File: src/rtl/chanreg_pkg.sv
package chanreg_pkg;

    localparam int NCH     = 16;
    localparam int CH_W    = $clog2(NCH);
    localparam int TH_W    = 12;
    localparam int ADDR_W  = 5;
    localparam int DATA_W  = 16;
    localparam int FN_W    = 5;
    localparam int ID_HI   = 8'h42;
    localparam logic [ADDR_W-1:0] ADDR_RST = '1;

    localparam logic [FN_W-1:0] FN_RD_A    = 5'd0;
    localparam logic [FN_W-1:0] FN_RD_B    = 5'd1;
    localparam logic [FN_W-1:0] FN_RD_C    = 5'd2;
    localparam logic [FN_W-1:0] FN_RD_ID   = 5'd3;
    localparam logic [FN_W-1:0] FN_RD_THR  = 5'd5;
    localparam logic [FN_W-1:0] FN_CLEAR   = 5'd9;
    localparam logic [FN_W-1:0] FN_WR_A    = 5'd17;
    localparam logic [FN_W-1:0] FN_WR_TEST = 5'd18;
    localparam logic [FN_W-1:0] FN_WR_THR  = 5'd21;
    localparam logic [FN_W-1:0] FN_GLOCK   = 5'd29;

    localparam logic [CH_W-1:0] SA_ADDR = 4'd11;
    localparam logic [CH_W-1:0] SA_LOCK = 4'd12;
    localparam logic [CH_W-1:0] SA_TEST = 4'd14;

    typedef enum logic [3:0] {
        OP_NONE,
        OP_RD_CMP,
        OP_RD_TRIP_RST,
        OP_RD_LOCK,
        OP_WR_LOCK,
        OP_RD_ADDR,
        OP_WR_ADDR,
        OP_RD_TEST,
        OP_WR_TEST,
        OP_RD_THR,
        OP_WR_THR,
        OP_RD_ID,
        OP_CLEAR,
        OP_GLOCK_OFF,
        OP_GLOCK_ON
    } op_e;

    typedef struct packed {
        op_e              op;
        logic [CH_W-1:0]  chan;
        logic [DATA_W-1:0] data;
    } cmd_t;

    function automatic logic [DATA_W-1:0] zext_thr(input logic [TH_W-1:0] v);
        return {{(DATA_W-TH_W){1'b0}}, v};
    endfunction

    function automatic logic [DATA_W-1:0] zext_addr(input logic [ADDR_W-1:0] v);
        return {{(DATA_W-ADDR_W){1'b0}}, v};
    endfunction

endpackage

File: src/rtl/chanreg_decode.sv
module chanreg_decode
    import chanreg_pkg::*;
(
    input  logic              stb,
    input  logic [FN_W-1:0]   fn,
    input  logic [CH_W-1:0]   sub,
    input  logic [DATA_W-1:0] wdata,
    output cmd_t              cmd
);

    op_e op;

    always_comb begin
        op = OP_NONE;
        if (stb) begin
            unique case (fn)
                FN_RD_A:    if (sub == '0) op = OP_RD_CMP;
                FN_RD_B: begin
                    if (sub == SA_ADDR)      op = OP_RD_ADDR;
                    else if (sub == SA_LOCK) op = OP_RD_LOCK;
                end
                FN_RD_C: begin
                    if (sub == '0)           op = OP_RD_TRIP_RST;
                    else if (sub == SA_TEST) op = OP_RD_TEST;
                end
                FN_RD_ID:   if (sub == '0) op = OP_RD_ID;
                FN_RD_THR:  op = OP_RD_THR;
                FN_CLEAR:   if (sub == '0) op = OP_CLEAR;
                FN_WR_A: begin
                    if (sub == SA_ADDR)      op = OP_WR_ADDR;
                    else if (sub == SA_LOCK) op = OP_WR_LOCK;
                end
                FN_WR_TEST: if (sub == SA_TEST) op = OP_WR_TEST;
                FN_WR_THR:  op = OP_WR_THR;
                FN_GLOCK: begin
                    if (sub == 4'd0)      op = OP_GLOCK_OFF;
                    else if (sub == 4'd1) op = OP_GLOCK_ON;
                end
                default:    op = OP_NONE;
            endcase
        end
    end

    assign cmd = '{op: op, chan: sub, data: wdata};

endmodule

File: src/rtl/chanreg_trip_bank.sv
module chanreg_trip_bank
    import chanreg_pkg::*;
#(
    parameter int STRETCH_CYC = 8
) (
    input  logic           clk,
    input  logic           rst,
    input  logic [NCH-1:0] cmp_level,
    input  logic           rd_reset,
    input  logic           clear_go,
    output logic [NCH-1:0] trip_q,
    output logic           trip_led
);

    localparam int CNT_W = $clog2(STRETCH_CYC + 1);

    logic [CNT_W-1:0] hold_cnt;
    logic             any_trip;

    assign any_trip = |trip_q;

    // A reset of the flags reloads them from the live levels, so a level
    // that is still high keeps its flag set across the reset edge.
    always_ff @(posedge clk) begin
        if (rst) begin
            trip_q <= '0;
        end else if (rd_reset || clear_go) begin
            trip_q <= cmp_level;
        end else begin
            trip_q <= trip_q | cmp_level;
        end
    end

    always_ff @(posedge clk) begin
        if (rst) begin
            hold_cnt <= '0;
        end else if (any_trip) begin
            hold_cnt <= CNT_W'(STRETCH_CYC);
        end else if (hold_cnt != '0) begin
            hold_cnt <= hold_cnt - 1'b1;
        end
    end

    assign trip_led = any_trip || (hold_cnt != '0);

    AST_TRIP_CAPTURE: assert property (@(posedge clk) disable iff (rst)
        !rst |=> ((trip_q & $past(cmp_level)) == $past(cmp_level)));

    AST_LED_TAIL: assert property (@(posedge clk) disable iff (rst)
        $fell(trip_led) |-> (!any_trip && !$past(any_trip)));

endmodule

File: src/rtl/chanreg_lock_ctl.sv
module chanreg_lock_ctl
    import chanreg_pkg::*;
(
    input  logic           clk,
    input  logic           rst,
    input  cmd_t           cmd,
    output logic           glob_on,
    output logic [NCH-1:0] chan_lock,
    output logic [NCH-1:0] eff_lock,
    output logic           clear_go
);

    assign clear_go = (cmd.op == OP_CLEAR) && !glob_on;

    always_ff @(posedge clk) begin
        if (rst) begin
            glob_on <= 1'b0;
        end else if (cmd.op == OP_GLOCK_ON) begin
            glob_on <= 1'b1;
        end else if (cmd.op == OP_GLOCK_OFF) begin
            glob_on <= 1'b0;
        end
    end

    always_ff @(posedge clk) begin
        if (rst || clear_go) begin
            chan_lock <= '0;
        end else if (cmd.op == OP_WR_LOCK && !glob_on) begin
            chan_lock <= cmd.data[NCH-1:0];
        end
    end

    assign eff_lock = chan_lock & {NCH{glob_on}};

    AST_LOCK_FROZEN: assert property (@(posedge clk) disable iff (rst)
        glob_on |=> $stable(chan_lock));

    AST_GLOCK_ON: assert property (@(posedge clk) disable iff (rst)
        (cmd.op == OP_GLOCK_ON) |=> glob_on);

endmodule

File: src/rtl/chanreg_cfg_regs.sv
module chanreg_cfg_regs
    import chanreg_pkg::*;
(
    input  logic              clk,
    input  logic              rst,
    input  cmd_t              cmd,
    input  logic              clear_go,
    input  logic              glob_on,
    input  logic [NCH-1:0]    eff_lock,
    output logic [NCH-1:0]    test_q,
    output logic [TH_W-1:0]   thr_q [NCH],
    output logic [ADDR_W-1:0] addr_q
);

    always_ff @(posedge clk) begin
        if (rst || clear_go) begin
            test_q <= '0;
        end else if (cmd.op == OP_WR_TEST) begin
            test_q <= (test_q & eff_lock) | (cmd.data[NCH-1:0] & ~eff_lock);
        end
    end

    always_ff @(posedge clk) begin
        if (rst || clear_go) begin
            addr_q <= ADDR_RST;
        end else if (cmd.op == OP_WR_ADDR && !glob_on) begin
            addr_q <= cmd.data[ADDR_W-1:0];
        end
    end

    generate
        for (genvar g = 0; g < NCH; g++) begin : g_thr
            always_ff @(posedge clk) begin
                if (rst || clear_go) begin
                    thr_q[g] <= '0;
                end else if (cmd.op == OP_WR_THR && cmd.chan == CH_W'(g)
                             && !eff_lock[g]) begin
                    thr_q[g] <= cmd.data[TH_W-1:0];
                end
            end

            AST_THR_LOCKED: assert property (@(posedge clk) disable iff (rst)
                eff_lock[g] |=> $stable(thr_q[g]));

            AST_TEST_LOCKED: assert property (@(posedge clk) disable iff (rst)
                eff_lock[g] |=> $stable(test_q[g]));
        end
    endgenerate

    AST_ADDR_FROZEN: assert property (@(posedge clk) disable iff (rst)
        glob_on |=> $stable(addr_q));

endmodule

File: src/rtl/guarded_chan_regs.sv
module guarded_chan_regs
    import chanreg_pkg::*;
#(
    parameter logic [7:0] SERIAL_NO   = 8'h5C,
    parameter int         STRETCH_CYC = 8
) (
    input  logic                  clk,
    input  logic                  rst,
    input  logic [FN_W-1:0]       cmd_fn,
    input  logic [CH_W-1:0]       cmd_sub,
    input  logic                  cmd_stb,
    input  logic [DATA_W-1:0]     wr_data,
    input  logic [NCH-1:0]        cmp_level,
    output logic [DATA_W-1:0]     rd_data,
    output logic                  rsp_q,
    output logic [NCH-1:0]        test_out,
    output logic [NCH*TH_W-1:0]   thr_out,
    output logic [ADDR_W-1:0]     port_addr,
    output logic                  trip_led
);

    cmd_t              cmd;
    logic              glob_on;
    logic              clear_go;
    logic [NCH-1:0]    chan_lock;
    logic [NCH-1:0]    eff_lock;
    logic [NCH-1:0]    trip_q;
    logic [TH_W-1:0]   thr_q [NCH];
    logic [ADDR_W-1:0] addr_q;

    chanreg_decode u_decode (
        .stb   (cmd_stb),
        .fn    (cmd_fn),
        .sub   (cmd_sub),
        .wdata (wr_data),
        .cmd   (cmd)
    );

    chanreg_lock_ctl u_lock (
        .clk       (clk),
        .rst       (rst),
        .cmd       (cmd),
        .glob_on   (glob_on),
        .chan_lock (chan_lock),
        .eff_lock  (eff_lock),
        .clear_go  (clear_go)
    );

    chanreg_cfg_regs u_cfg (
        .clk      (clk),
        .rst      (rst),
        .cmd      (cmd),
        .clear_go (clear_go),
        .glob_on  (glob_on),
        .eff_lock (eff_lock),
        .test_q   (test_out),
        .thr_q    (thr_q),
        .addr_q   (addr_q)
    );

    chanreg_trip_bank #(
        .STRETCH_CYC (STRETCH_CYC)
    ) u_trip (
        .clk       (clk),
        .rst       (rst),
        .cmp_level (cmp_level),
        .rd_reset  (cmd.op == OP_RD_TRIP_RST),
        .clear_go  (clear_go),
        .trip_q    (trip_q),
        .trip_led  (trip_led)
    );

    generate
        for (genvar g = 0; g < NCH; g++) begin : g_thr_out
            assign thr_out[g*TH_W +: TH_W] = thr_q[g];
        end
    endgenerate

    assign port_addr = addr_q;

    always_comb begin
        rd_data = '0;
        rsp_q   = 1'b0;
        unique case (cmd.op)
            OP_RD_CMP:      begin rd_data = cmp_level;             rsp_q = 1'b1; end
            OP_RD_TRIP_RST: begin rd_data = trip_q;                rsp_q = 1'b1; end
            OP_RD_LOCK:     begin rd_data = chan_lock;             rsp_q = 1'b1; end
            OP_RD_ADDR:     begin rd_data = zext_addr(addr_q);     rsp_q = 1'b1; end
            OP_RD_TEST:     begin rd_data = test_out;              rsp_q = 1'b1; end
            OP_RD_THR:      begin rd_data = zext_thr(thr_q[cmd.chan]); rsp_q = 1'b1; end
            OP_RD_ID:       begin rd_data = {8'(ID_HI), SERIAL_NO}; rsp_q = 1'b1; end
            OP_WR_LOCK,
            OP_WR_ADDR,
            OP_CLEAR:       rsp_q = !glob_on;
            OP_WR_TEST:     rsp_q = !(|eff_lock);
            OP_WR_THR:      rsp_q = !eff_lock[cmd.chan];
            OP_GLOCK_OFF,
            OP_GLOCK_ON:    rsp_q = 1'b1;
            default:        rsp_q = 1'b0;
        endcase
    end

    AST_Q_IDLE: assert property (@(posedge clk) disable iff (rst)
        !cmd_stb |-> (!rsp_q && rd_data == '0));

    AST_CLEAR_BLOCKED: assert property (@(posedge clk) disable iff (rst)
        (cmd.op == OP_CLEAR && glob_on) |=> $stable(port_addr));

endmodule

File: config.mk
export PLATFORM = sky130hd
export DESIGN_NAME = guarded_chan_regs
export DESIGN_NICKNAME = d
export VERILOG_FILES = /design/src/rtl/chanreg_pkg.sv /design/src/rtl/chanreg_decode.sv /design/src/rtl/chanreg_trip_bank.sv /design/src/rtl/chanreg_lock_ctl.sv /design/src/rtl/chanreg_cfg_regs.sv /design/src/rtl/guarded_chan_regs.sv
export SDC_FILE = /design/constraint.sdc
export NUM_CORES = 1
export LEC_CHECK = 0
export CAP_MARGIN = 20
export CORE_ASPECT_RATIO = 1.1
export CORE_UTILIZATION = 25
export CTS_CLUSTER_DIAMETER = 60
export CTS_CLUSTER_SIZE = 12
export DETAILED_ROUTE_END_ITERATION = 10
export DONT_BUFFER_PORTS = 1
export GPL_TIMING_DRIVEN = 1
export PLACE_DENSITY = 0.39
export SYNTH_ARGS = -nofsm -noshare
export SYNTH_HDL_FRONTEND = slang
export SYNTH_SLANG_ARGS = --single-unit
File: constraint.sdc
create_clock -name clk -period 3.3 [get_ports clk]
set_clock_uncertainty 0.1 [all_clocks]
set_input_delay 0.33 -clock clk [delete_from_list [all_inputs] [get_ports clk]]
set_output_delay 0.33 -clock clk [all_outputs]
set_load 0.02 [all_outputs]
# After elaboration in Yosys (flattened, before gate mapping)
# Index checks and enable logic that the tools add are counted.
dict set report op_classes {
  eq_ne 38
  addsub 1
  n_mux 26
  n_reduce_logical 67
  n_lt_le_gt_ge 2
  bitwise_logic 7
}
# cell count
set ops {}
lappend ops {{$pmux W16 S7} 1}
lappend ops {{$eq A4 B4 Y1 const B} 15}
lappend ops {{$and A16 B16 Y16} 3}
lappend ops {{$bmux W12 S4} 1}
lappend ops {{$mux W4} 11}
lappend ops {{$pmux W4 S10} 1}
lappend ops {{$logic_and A1 B1 Y1} 35}
lappend ops {{$eq A4 B3 Y1 const B} 8}
lappend ops {{$or A16 B16 Y16} 2}
lappend ops {{$reduce_or A16 Y1} 2}
lappend ops {{$mux W12} 2}
lappend ops {{$eq A5 B5 Y1 const B} 4}
lappend ops {{$logic_not A1 Y1} 19}
lappend ops {{$reduce_or A17 Y1} 1}
lappend ops {{$eq A4 B2 Y1 const B} 4}
lappend ops {{$mux W16} 1}
lappend ops {{$not A16 Y16} 1}
lappend ops {{$eq A5 B2 Y1 const B} 2}
lappend ops {{$reduce_or A9 Y1} 1}
lappend ops {{$eq A4 B1 Y1 const B} 2}
lappend ops {{$mux W3} 2}
lappend ops {{$eq A5 B1 Y1 const B} 1}
lappend ops {{$eq A5 B3 Y1 const B} 1}
lappend ops {{$eq A5 B4 Y1 const B} 1}
lappend ops {{14 further kinds} 20}
dict set report totals {
  regBits 250
  out_inout_bits 231
  wordCells 164
}

# Longest topological paths before layout
# Gate-level depths: netlist of run 1.
dict set report logic_depth {
  depth_word 9
  depth_mapped 11
  depth_no_buf 6
}

# Hierarchy
# Synthesis of run 1 repeated with hierarchy kept, for this count alone.
dict set report unflattened {
  hier_cells 1272
  hier_area_um2 12733.5
}
# module area_per_inst_um2 cells_each n_inst seq_area_each_um2
set modules_own_cells {}
lappend modules_own_cells {chanreg_cfg_regs 8003.9 764 1 4264.1}
lappend modules_own_cells {guarded_chan_regs 2457.4 256 1 0.0}
lappend modules_own_cells {chanreg_lock_ctl 973.4 96 1 340.3}
lappend modules_own_cells {chanreg_trip_bank 765.7 80 1 400.4}
lappend modules_own_cells {chanreg_decode 533.0 76 1 0.0}

# Least setup slack after synthesis of run 1
# Ideal clock, no wire load.
dict set report synth_timing {
  path_kind {input-to-output}
  startpoint {input cmd_sub[0]}
  endpoint {output rd_data[10]}
  n_path_buf 3
  required_ps 2870
  arrival_ps 2401
  cell_stages 7
  setup_slack_ps 469
  cell_sequence {buf_2 -> buf_2 -> buf_2 -> mux4_2 -> mux4_2 -> a32oi_1 -> o21ai_1}
}
dict set report synth_between {
  elab_chain_cells 7
}
# item line
set synth_rtl {}
lappend synth_rtl {{start, declared} guarded_chan_regs.sv:10} ;# input logic [CH_W-1:0] cmd_sub,
lappend synth_rtl {{$eq A4 B4 Y1, or another cell as far along} {chanreg_decode.sv:24, chanreg_decode.sv:33}}
lappend synth_rtl {{$mux W3, or another cell as far along} chanreg_decode.sv:24} ;# else if (sub == SA_TEST) op = OP_RD_TEST;
lappend synth_rtl {{$mux W4 (on tied branches)} -}
lappend synth_rtl {{$pmux W4 S10} chanreg_decode.sv:16} ;# unique case (fn)
lappend synth_rtl {{$mux W4} chanreg_decode.sv:15} ;# if (stb) begin
lappend synth_rtl {{$eq A4 B4 Y1, or another cell as far along} guarded_chan_regs.sv:84} ;# unique case (cmd.op)
lappend synth_rtl {{$pmux W16 S7 *} guarded_chan_regs.sv:84}
lappend synth_rtl {{end, declared} guarded_chan_regs.sv:14} ;# output logic [DATA_W-1:0] rd_data,
# Every way passes the cells marked *; elsewhere a longest branch is shown, timed or not. The select of a mux whose other input is x is not followed.

# Final worst setup path of run 1
dict set report layout_timing {
  startpoint {register u_cfg.thr_q[189] (netlist bit)}
  endpoint {output rd_data[9]}
}
dict set report layout_between {
  elab_chain_cells 4
}
# item line
set layout_rtl {}
lappend layout_rtl {{start, declared} chanreg_cfg_regs.sv:11} ;# output logic [TH_W-1:0] thr_q [NCH],
lappend layout_rtl {{start signal, assigned by index} chanreg_cfg_regs.sv:38} ;# thr_q[g] <= cmd.data[TH_W-1:0];
lappend layout_rtl {{$bmux W12 S4} guarded_chan_regs.sv:90} ;# OP_RD_THR: begin rd_data = zext_thr(thr_q[cmd.chan]); rsp_q = 1'b1; end
lappend layout_rtl {{$mux W12 (implied by the code) (2 in series)} guarded_chan_regs.sv:90}
lappend layout_rtl {{$pmux W16 S7} guarded_chan_regs.sv:84}
# Every way passes these cells. The select of a mux whose other input is x is not followed.

==> results of run 1 <==
[layer usage]
metal	vias up	wire, um
met5	-	0
met4	0	2120
met3	99	4670
met2	507	30300
met1	6274	26300
li1	5548	-
[worst paths after layout]
check	slack, ns	endpoint	cells after the start	startpoint
setup / recovery	0.05	rd_data[9]	6	u_cfg.thr_q[189]
hold / removal	0.15	u_trip.trip_q[0]	3	rst
setup reg to reg	0.54	u_cfg.thr_q[165]	7	u_lock.glob_on
hold reg to reg	0.41	u_trip.trip_q[12]	1	u_trip.trip_q[12]
[cell families after synthesis]
| family | count (synthesis) | synth area share, % |
|---|---|---|
| compound gates | 542 | 24.3 |
| xor+xnor | 1 | 0.0677 |
| fa+ha+maj | 2 | 0.193 |
| buf+inv | 201 | 7.52 |
| flops | 250 | 38.7 |
| mux | 90 | 12.8 |
| simple gates | 401 | 16.5 |
[area by class of cell]
cell class / instances / area, um^2 / area share, %
clock buffer: 38 / 852 / 5.62
clock inverter: 13 / 114 / 0.751
inverter: 24 / 90.1 / 0.594
multi-input combinational: 1036 / 7010 / 46.3
sequential: 250 / 5010 / 33.1
tap: 667 / 835 / 5.51
timing repair buffer: 116 / 1240 / 8.21
[power by group through the flow]
stage                     sequential [W]  clock [W]  combinational [W]
final                            0.00307    0.00334           0.000481
after global routing             0.00307    0.00353           0.000505
after CTS                        0.00306    0.00342           0.000482
after detailed placement         0.00313          0           0.000333
after global placement           0.00313          0           0.000333
after floorplan                  0.00312          0           0.000322
[metrics by stage]
step           setup slack [ns]  power, W  hold WS (ns)  utilization [%]
6_report                 0.0487   0.00689         0.153             29.6
4_1_cts                  0.0345   0.00696         0.122             29.6
3_5_place_dp              0.223   0.00346         0.303             26.4
2_1_floorplan             0.469   0.00344         0.299                -
3_3_place_gp              0.276   0.00346         0.303             26.4
5_1_grt                 0.00480   0.00710         0.161             29.6
[worst max-delay path, delay by kind of cell (launching register included)]
kind | cells | cell delay, ns
compound gates | 2 | 0.33
buf+inv | 1 | 0.18
flops | 1 | 0.42
mux | 2 | 1.06
simple gates | 1 | 0.25
[cells in the final DEF, fill, tap and decap left out, types with 6 or more instances in the layout]
cell and count:
nor4_1 10, a22o_1 16, a32oi_1 8, o21ai_0 128, nand2b_1 7, nor2b_1 7, a21oi_1 221, nand3_1 219
mux2i_1 21, mux4_2 59, clkbuf_16 31, o21ai_1 76, buf_12 21, o31ai_1 14, nand2_1 35, nand4_1 17
nor2_1 28, nor3_1 13, o221ai_1 6, buf_4 51, and3_1 31, mux2_2 10, inv_1 23, a22oi_1 21
dfxtp_1 245, dlygate4sd3_1 44
[flip-flops by register name (all words and copies together) (netlist names), named ones only]
register          flops
u_cfg.addr_q          5
u_lock.chan_lock     16
u_trip.hold_cnt       4
u_trip.trip_q        16
u_lock.glob_on        1
u_cfg.thr_q         192
[repair_timing]
action / in CTS / in global routing
hold buffers: 55 / 0
endpoints found under the hold margin: 247 / 0
resized for setup: 0 / 6
setup buffers: 0 / 0
endpoints found under the setup margin: 0 / 2
==> reports/results.txt, run 1 <==
Setup CP Type: flip-flop to primary output
RSZ-0062 raised after global routing: no
Antenna Diode Count: 0
Clk pwr share: 48.5%
TNS Setup: 0 ns
Final Hold Vio Count: 0
First-pass GRT wire length: 90,300 um
Internal: 0.00511 W
Share of cells above drive strength 1: 15.0%
Starting Density: 25.3%
Seq/Total Area, Yosys: 38.7%
Synth top area share: 38.7%
Max clock buf depth: 3
Cell count after placement: 2,038
Die Wd: 219 um
CTS tree: built
Critical-path cell list: mux4_2 -> mux4_2 -> and3_1 -> o21ai_0 -> o211ai_1 -> buf_4
Fin crit share: 98.5%
Syn. warnings: 0
Slew headroom: 34.5%
Status: completed
Clock-pin slew on the worst setup and hold paths: 0.06 ns
Met2 usage: 38.6%
Met1 track demand over resource: 30.1%
Total grt overflow: 0
Routed Antenna Nets: 0
DRT iter0 DRCs: 1,331
IO Pins: 275
Comb pwr share: 7.0%
Post-route non-filler standard cell count: 2,144
Max Cap Violations: 0
Worst-Skew Late Latency: 0.58 ns
Met3 Resource Use GR: 5.05%
Peak supply drop: 0.000294 V
Area contributors post-synth: dfxtp_1 (39%), mux4_2 (10%), a21oi_1 (8.5%)
Critical Path Max Stage Delay: 0.58 ns
Crit path top cell by count: mux4_2
Post-Synthesis Cell Area: 12,900 um^2
CP Data Arrival Time: 2.82 ns
Pre-antenna DRT Iters: 5
Count of endpoints failing setup in the final report: 0
Most Used Layer, Global Route: met2
Avg Inst Size Synth: 8.70 um^2
IO buf count: 0
Count of distinct cell types in the synthesized netlist: 74
Min cycle time layout: 3.25 ns
# rows: 87
Post-synthesis cell count: 1,487
Slowest-stage cell, CP: mux4_2
Htree depth: 1
Leak Pwr: 4.97 nW
Synth Flop Type: dfxtp_1
Share of power burned in registers: 44.5%
Die area: 52,700 um^2
Net Sw Frac: 25.8%
Vias in the first global route: 11,844
Die Ht: 241 um
Dpl cell area: 13,500 um^2
Initial antenna violation count: 0
Crit start category: flip-flop
DRT Wirelength: 63,400 um
Yosys reg bits: 250
Syn Nets: 1,533
Drt wl/cell: 29.6 um
CTS Root Cell: clkbuf_16
Num CTS Buffers: 30
CTS Sinks: 250
Pwr Density: 454 nW/um^2
DP HPWL: 42,800 um
Vias: 12,428
Leading area contributor after synthesis: dfxtp_1
Largest net degree at the start of global routing: 75
CP Max Fanout: 3
Vias/cell: 5.80
Number of flops mapped to enable cells by yosys: 0
Critical Path End Type: primary output
Final instance area: 15,200 um^2
Worst-margin pin slew: 0.980 ns
HP Class: input pin to flip-flop
Fmax achieved: 0.308 GHz
Final routed DRC violation total: 0
Commonest cells post-synth: dfxtp_1 (250), a21oi_1 (221), nand3_1 (220), o21ai_0 (129), buf_2 (97)
Count leader, synth: dfxtp_1
CP required: 2.87 ns
Fill cells: 5,417
Asr flop ratio synth: 0%
Nets: 1,504
Psw: 0.00178 W
Total Routing Usage GR: 23.3%
Area grow syn2layout: 17.1%
Core area: 51,200 um^2
Slew Viols, Final: 0
Final GP Congestion: 0.881
Note: power is estimated with default switching activity, not from simulation.
==> run 2, diff against run 1 <==
CTS_CLUSTER_SIZE = 14   (was 12)
RECOVER_POWER = 50   (was not set)
SLEW_MARGIN = 20   (was not set)
==> reports/results.txt, run 2 (synthesis results as in run 1) <==
Status: completed
First-pass GRT wire length: 90,500 um (+0.23%)
Critical Path End Type: primary output
Routed Antenna Nets: 0 (unchanged)
CP required: 2.87 ns (about the same)
DP HPWL: 42,800 um (unchanged)
Total Routing Usage GR: 23.4% (+0.097 points)
Largest net degree at the start of global routing: 75 (unchanged)
Max clock buf depth: 3 (unchanged)
CTS tree: built
Post-route non-filler standard cell count: 2,143 (-0.047%)
Crit start category: flip-flop
CP Data Arrival Time: 2.80 ns (-0.02 ns)
Total grt overflow: 0 (unchanged)
Commonest non-fill, non-tap cell in the layout: dfxtp_1
Min cycle time layout: 3.23 ns (-0.0245 ns)
Slew headroom: 31.1% (-3.4 points)
Cell count after placement: 2,038 (unchanged)
Leak Pwr: 4.94 nW (-0.52%)
TNS Setup: 0 ns (unchanged)
Critical Path Max Stage Delay: 0.59 ns (about the same)
Postcts setup bufs: 0 (unchanged)
IO buf count: 0 (unchanged)
Share of cells above drive strength 1: 14.6% (-0.40 points)
Worst-Skew Late Latency: 0.57 ns (about the same)
Setup CP Type: flip-flop to primary output
Htree depth: 1 (unchanged)
Die Ht: 241 um (unchanged)
Nets: 1,503 (-0.066%)
Fmax achieved: 0.310 GHz (+0.76%)
Reg with most FFs: u_cfg.thr_q
Final GP Congestion: 0.881 (unchanged)
Pre-antenna DRT Iters: 5 (unchanged)
DRT Wirelength: 63,600 um (+0.32%)
CTS Root Cell: clkbuf_16
Worst-margin pin slew: 1.03 ns (+0.0536 ns)
Area grow syn2layout: 16.8%
FF-to-FF path depth: 7 (unchanged)
# rows: 87 (unchanged)
IO Pins: 275 (unchanged)
Die area: 52,700 um^2 (unchanged)
HP Class: input pin to flip-flop
Peak supply drop: 0.000305 V (+3.9%)
Fin crit share: 97.8% (-0.74 points)
Pwr Density: 459 nW/um^2 (+1.0%)
Count of endpoints failing setup in the final report: 0 (unchanged)
Starting Density: 25.3% (unchanged)
Multi-input gate area: 7010 um^2 (about the same)
Storage cell area: 5010 um^2 (about the same)
Antenna Diode Count: 0 (unchanged)
Max FFs per register: 192 (unchanged)
Vias: 12,363 (-0.52%)
Slowest-stage cell, CP: mux4_2
Die Wd: 219 um (unchanged)
Critical-path cell list: mux4_2 -> a22oi_1 -> a211oi_1 -> a221oi_1 -> o221ai_1 -> buf_4
RSZ-0062 raised after global routing: no
Hold Path Depth: 3 (unchanged)
Initial antenna violation count: 0 (unchanged)
CP Max Fanout: 3 (unchanged)
CTS Sinks: 250 (unchanged)
Core area: 51,200 um^2 (unchanged)
Final Hold Vio Count: 0 (unchanged)
Top Registers: u_cfg.thr_q: 192 flops, u_lock.chan_lock: 16 flops, u_trip.trip_q: 16 flops
DRT iter0 DRCs: 1,223 (-8.1%)
Drt wl/cell: 29.7 um (+0.37%)
Vias/cell: 5.77 (-0.48%)
Fill cells: 5,418 (+0.018%)
Vias in the first global route: 11,808 (-0.30%)
Slew Viols, Final: 0 (unchanged)
Max Cap Violations: 0 (unchanged)
Final routed DRC violation total: 0 (unchanged)
Num CTS Buffers: 29 (-3.3%)
Clock-pin slew on the worst setup and hold paths: 0.07 ns (about the same)
Commonest cells after routing, fill and taps aside: dfxtp_1 (248), a21oi_1 (221), nand3_1 (219), o21ai_0 (128), o21ai_1 (76)
==> run 2: what timing repair did <==
| item | 4_1_cts | 5_1_grt |
|---|---|---|
| hold buffers | 55 | 0 |
| resized for setup | 0 | 5 |
| setup endpoints to repair | 0 | 2 |
| endpoints found under the hold margin | 247 | 0 |
==> run 2: cell type report <==
cell class / count / share of cell area [%]
clock buffers: 31 / 4.92
inverters: 24 / 0.596
repair buffers: 116 / 7.98
multi-input cells: 1036 / 46.4
flip-flops and latches: 250 / 33.1
well taps: 667 / 5.52
clock inverters: 19 / 1.50
==> run 2: stage by stage <==
| stage | cell area, um^2 | hold slack, ns | util [%] | power (W) | worst slack (ns) |
|---|---|---|---|---|---|
| after detailed placement | 13500 | 0.303 | 26.4 | 0.00346 | 0.223 |
| after global placement | 13500 | 0.303 | 26.4 | 0.00346 | 0.276 |
| final | 15100 | 0.172 | 29.5 | 0.00694 | 0.0732 |
| after floorplan | 12900 | 0.299 | - | 0.00344 | 0.469 |
| after global routing | 15100 | 0.163 | 29.5 | 0.00717 | 0.00359 |
| after CTS | 15200 | 0.128 | 29.6 | 0.00701 | 0.0468 |
==> run 2: where the power goes <==
part           switching [W]  internal, W
Sequential         0.0000258      0.00304
Combinational       0.000306     0.000171
Clock                0.00150      0.00190
Total                0.00183      0.00510
==> run 2: routing by layer <==
| metal | global-route usage (%) | vias up | part of all wire, % |
|---|---|---|---|
| li1 | - | 5547 | - |
| met1 | 30.4 | 6271 | 42 |
| met2 | 38.9 | 467 | 48 |
| met3 | 5.14 | 78 | 7.4 |
| met4 | 6.63 | 0 | 2.7 |
| met5 | 0 | - | 0 |
==> run 2: path summary, 6_finish.rpt <==
check	from	to	slack, ns
setup / recovery	u_cfg.thr_q[97]	rd_data[1]	0.07
hold / removal	rst	u_trip.trip_q[15]	0.17
setup reg to reg	u_lock.glob_on	u_cfg.thr_q[57]	0.14
hold reg to reg	u_trip.trip_q[2]	u_trip.trip_q[2]	0.42
==> run 2: critical path: cells and delay by family, from the launching register on <==
family | cells | cell delay [ns]
AOI/OAI and AO/OA | 4 | 1.05
muxes | 1 | 0.59
DFF | 1 | 0.40
buffers and inverters | 1 | 0.18
==> run 3, diff against run 2 <==
MAX_ROUTING_LAYER = met4   (was not set)
clock period = 3.15 ns   (was 3.3 ns; I/O delays follow)
==> reports/results.txt, run 3 (synthesis results as in run 1) <==
Status: completed
Num CTS Buffers: 28 (-3.4%)
First-pass GRT wire length: 90,500 um (about the same)
Commonest cells after routing, fill and taps aside: dfxtp_1 (223), a21oi_1 (222), nand3_1 (219), o21ai_0 (127), o21ai_1 (76)
CP required: 2.73 ns (-0.14 ns)
Worst-Skew Late Latency: 0.57 ns (about the same)
Routed Antenna Nets: 0 (unchanged)
Slew Viols, Final: 0 (unchanged)
HP Class: input pin to flip-flop
Crit start category: flip-flop
Psw: 0.00188 W (+2.7%)
TNS Setup: 0 ns (unchanged)
Share of power burned in registers: 45.3% (+1.1 points)
Max FFs per register: 192 (unchanged)
Nets: 1,524 (+1.4%)
Min cycle time layout: 3.09 ns
DP HPWL: 43,600 um (+2.0%)
Internal: 0.00520 W (+1.9%)
Fmax achieved: 0.323 GHz
Worst-margin pin slew: 1.24 ns (+0.205 ns)
Core area: 51,200 um^2 (unchanged)
Vias: 12,457 (+0.76%)
Htree depth: 1 (unchanged)
Pwr Density: 463 nW/um^2 (+0.91%)
DRT iter0 DRCs: 1,026 (-16%)
Max Cap Violations: 0 (unchanged)
IO buf count: 0 (unchanged)
Comb pwr share: 7.2% (+0.3 points)
CTS Root Cell: clkbuf_16
Top Registers: u_cfg.thr_q: 192 flops, u_lock.chan_lock: 16 flops, u_trip.trip_q: 16 flops
Die area: 52,700 um^2 (unchanged)
Final GP Congestion: 0.857 (-2.7%)
CTS tree: built
Leak Pwr: 5.06 nW (+2.3%)
Initial antenna violation count: 1 (+1)
DRT Wirelength: 64,100 um (+0.77%)
Count of endpoints failing setup in the final report: 0 (unchanged)
Die Wd: 219 um (unchanged)
Fin crit share: 98.2%
Vias in the first global route: 11,889 (+0.69%)
Clock-pin slew on the worst setup and hold paths: 0.07 ns (about the same)
Postcts setup bufs: 0 (unchanged)
CP Data Arrival Time: 2.68 ns (-0.12 ns)
Reg with most FFs: u_cfg.thr_q
Total Routing Usage GR: 24.2% (+0.79 points)
Commonest non-fill, non-tap cell in the layout: dfxtp_1
Total power: 0.00709 W (+2.1%)
Clk pwr share: 47.5% (-1.5 points)
Fill cells: 5,404 (-0.26%)
Die Ht: 241 um (unchanged)
CTS Sinks: 250 (unchanged)
Starting Density: 25.3% (unchanged)
Max clock buf depth: 3 (unchanged)
Peak supply drop: 0.000387 V (+27%)
CP Max Fanout: 3 (unchanged)
IO Pins: 275 (unchanged)
Critical Path End Type: primary output
Drt wl/cell: 29.6 um (-0.25%)
Slew headroom: 17.4% (-14 points)
Final Hold Vio Count: 0 (unchanged)
Share of cells above drive strength 1: 17.8% (+3.2 points)
Largest net degree at the start of global routing: 72 (-4.0%)
Area grow syn2layout: 18.2%
RSZ-0062 raised after global routing: no
Total grt overflow: 0 (unchanged)
Net Sw Frac: 26.6% (+0.15 points)
# rows: 87 (unchanged)
Final routed DRC violation total: 0 (unchanged)
Pre-antenna DRT Iters: 5 (unchanged)
Setup CP Type: flip-flop to primary output
Vias/cell: 5.75 (-0.26%)
## run 3: per-stage QoR
step	area (um^2)	hold WS (ns)	setup WS [ns]	instances	utilization (%)
finish	15300	0.141	0.0580	2165	29.9
global placement	13700	0.285	0.184	2060	26.7
floorplan	12900	0.284	0.349	1487	-
detailed placement	13700	0.288	0.182	2060	26.7
global route	15300	0.130	0.00508	2165	29.9
CTS	15300	0.0998	0.00668	2164	29.9
## run 3: final timing paths
| kind | from | end | slack [ns] | cells past startpoint |
|---|---|---|---|---|
| worst max-delay path | u_cfg.thr_q[103] | rd_data[7] | 0.06 | 5 |
| worst min-delay path | rst | u_trip.trip_q[15] | 0.14 | 3 |
| worst max register to register | u_lock.glob_on | u_lock.chan_lock[12] | 0.28 | 7 |
| worst min register to register | u_trip.trip_q[13] | u_trip.trip_q[13] | 0.41 | 1 |
## run 3: what timing repair did
action | in CTS | in global routing
resized for setup | 37 | 8
setup endpoints to repair | 5 | 5
hold buffers | 55 | 0
hold endpoints to repair | 247 | 0
pin swaps | 0 | 1
## run 3: layout make-up
class | instances | area, um^2 | area share, %
flip-flops and latches | 250 | 5050 | 33.0
multi-input cells | 1036 | 7040 | 46.0
diodes | 1 | 2.50 | 0.0164
clock buffers | 33 | 761 | 4.97
clock inverters | 16 | 148 | 0.965
inverters | 24 | 90.1 | 0.589
well taps | 667 | 835 | 5.46
repair buffers | 138 | 1380 | 9.00
## run 3: per-layer routing
metal	vias to the layer above	wire length (um)	global-route usage, %
met4	0	1690	6.61
met2	463	31200	39.8
met5	-	0	-
met1	6317	26400	29.6
li1	5586	-	-
met3	91	4790	5.58
## run 3: critical path, stage by stage, from the launching register on
cell and delay [ns]:
dfxtp_1 0.39, mux4_2 0.61, mux4_2 0.59, a32oi_1 0.24
o21ai_1 0.09, buf_4 0.18
## run 3: power by group through the flow
stage	Sequential (W)	Clock, W	Combinational (W)
2_1_floorplan	0.00327	0	0.000337
3_3_place_gp	0.00328	0	0.000351
3_5_place_dp	0.00328	0	0.000353
4_1_cts	0.00321	0.00344	0.000510
5_1_grt	0.00321	0.00357	0.000534
6_report	0.00321	0.00337	0.000510
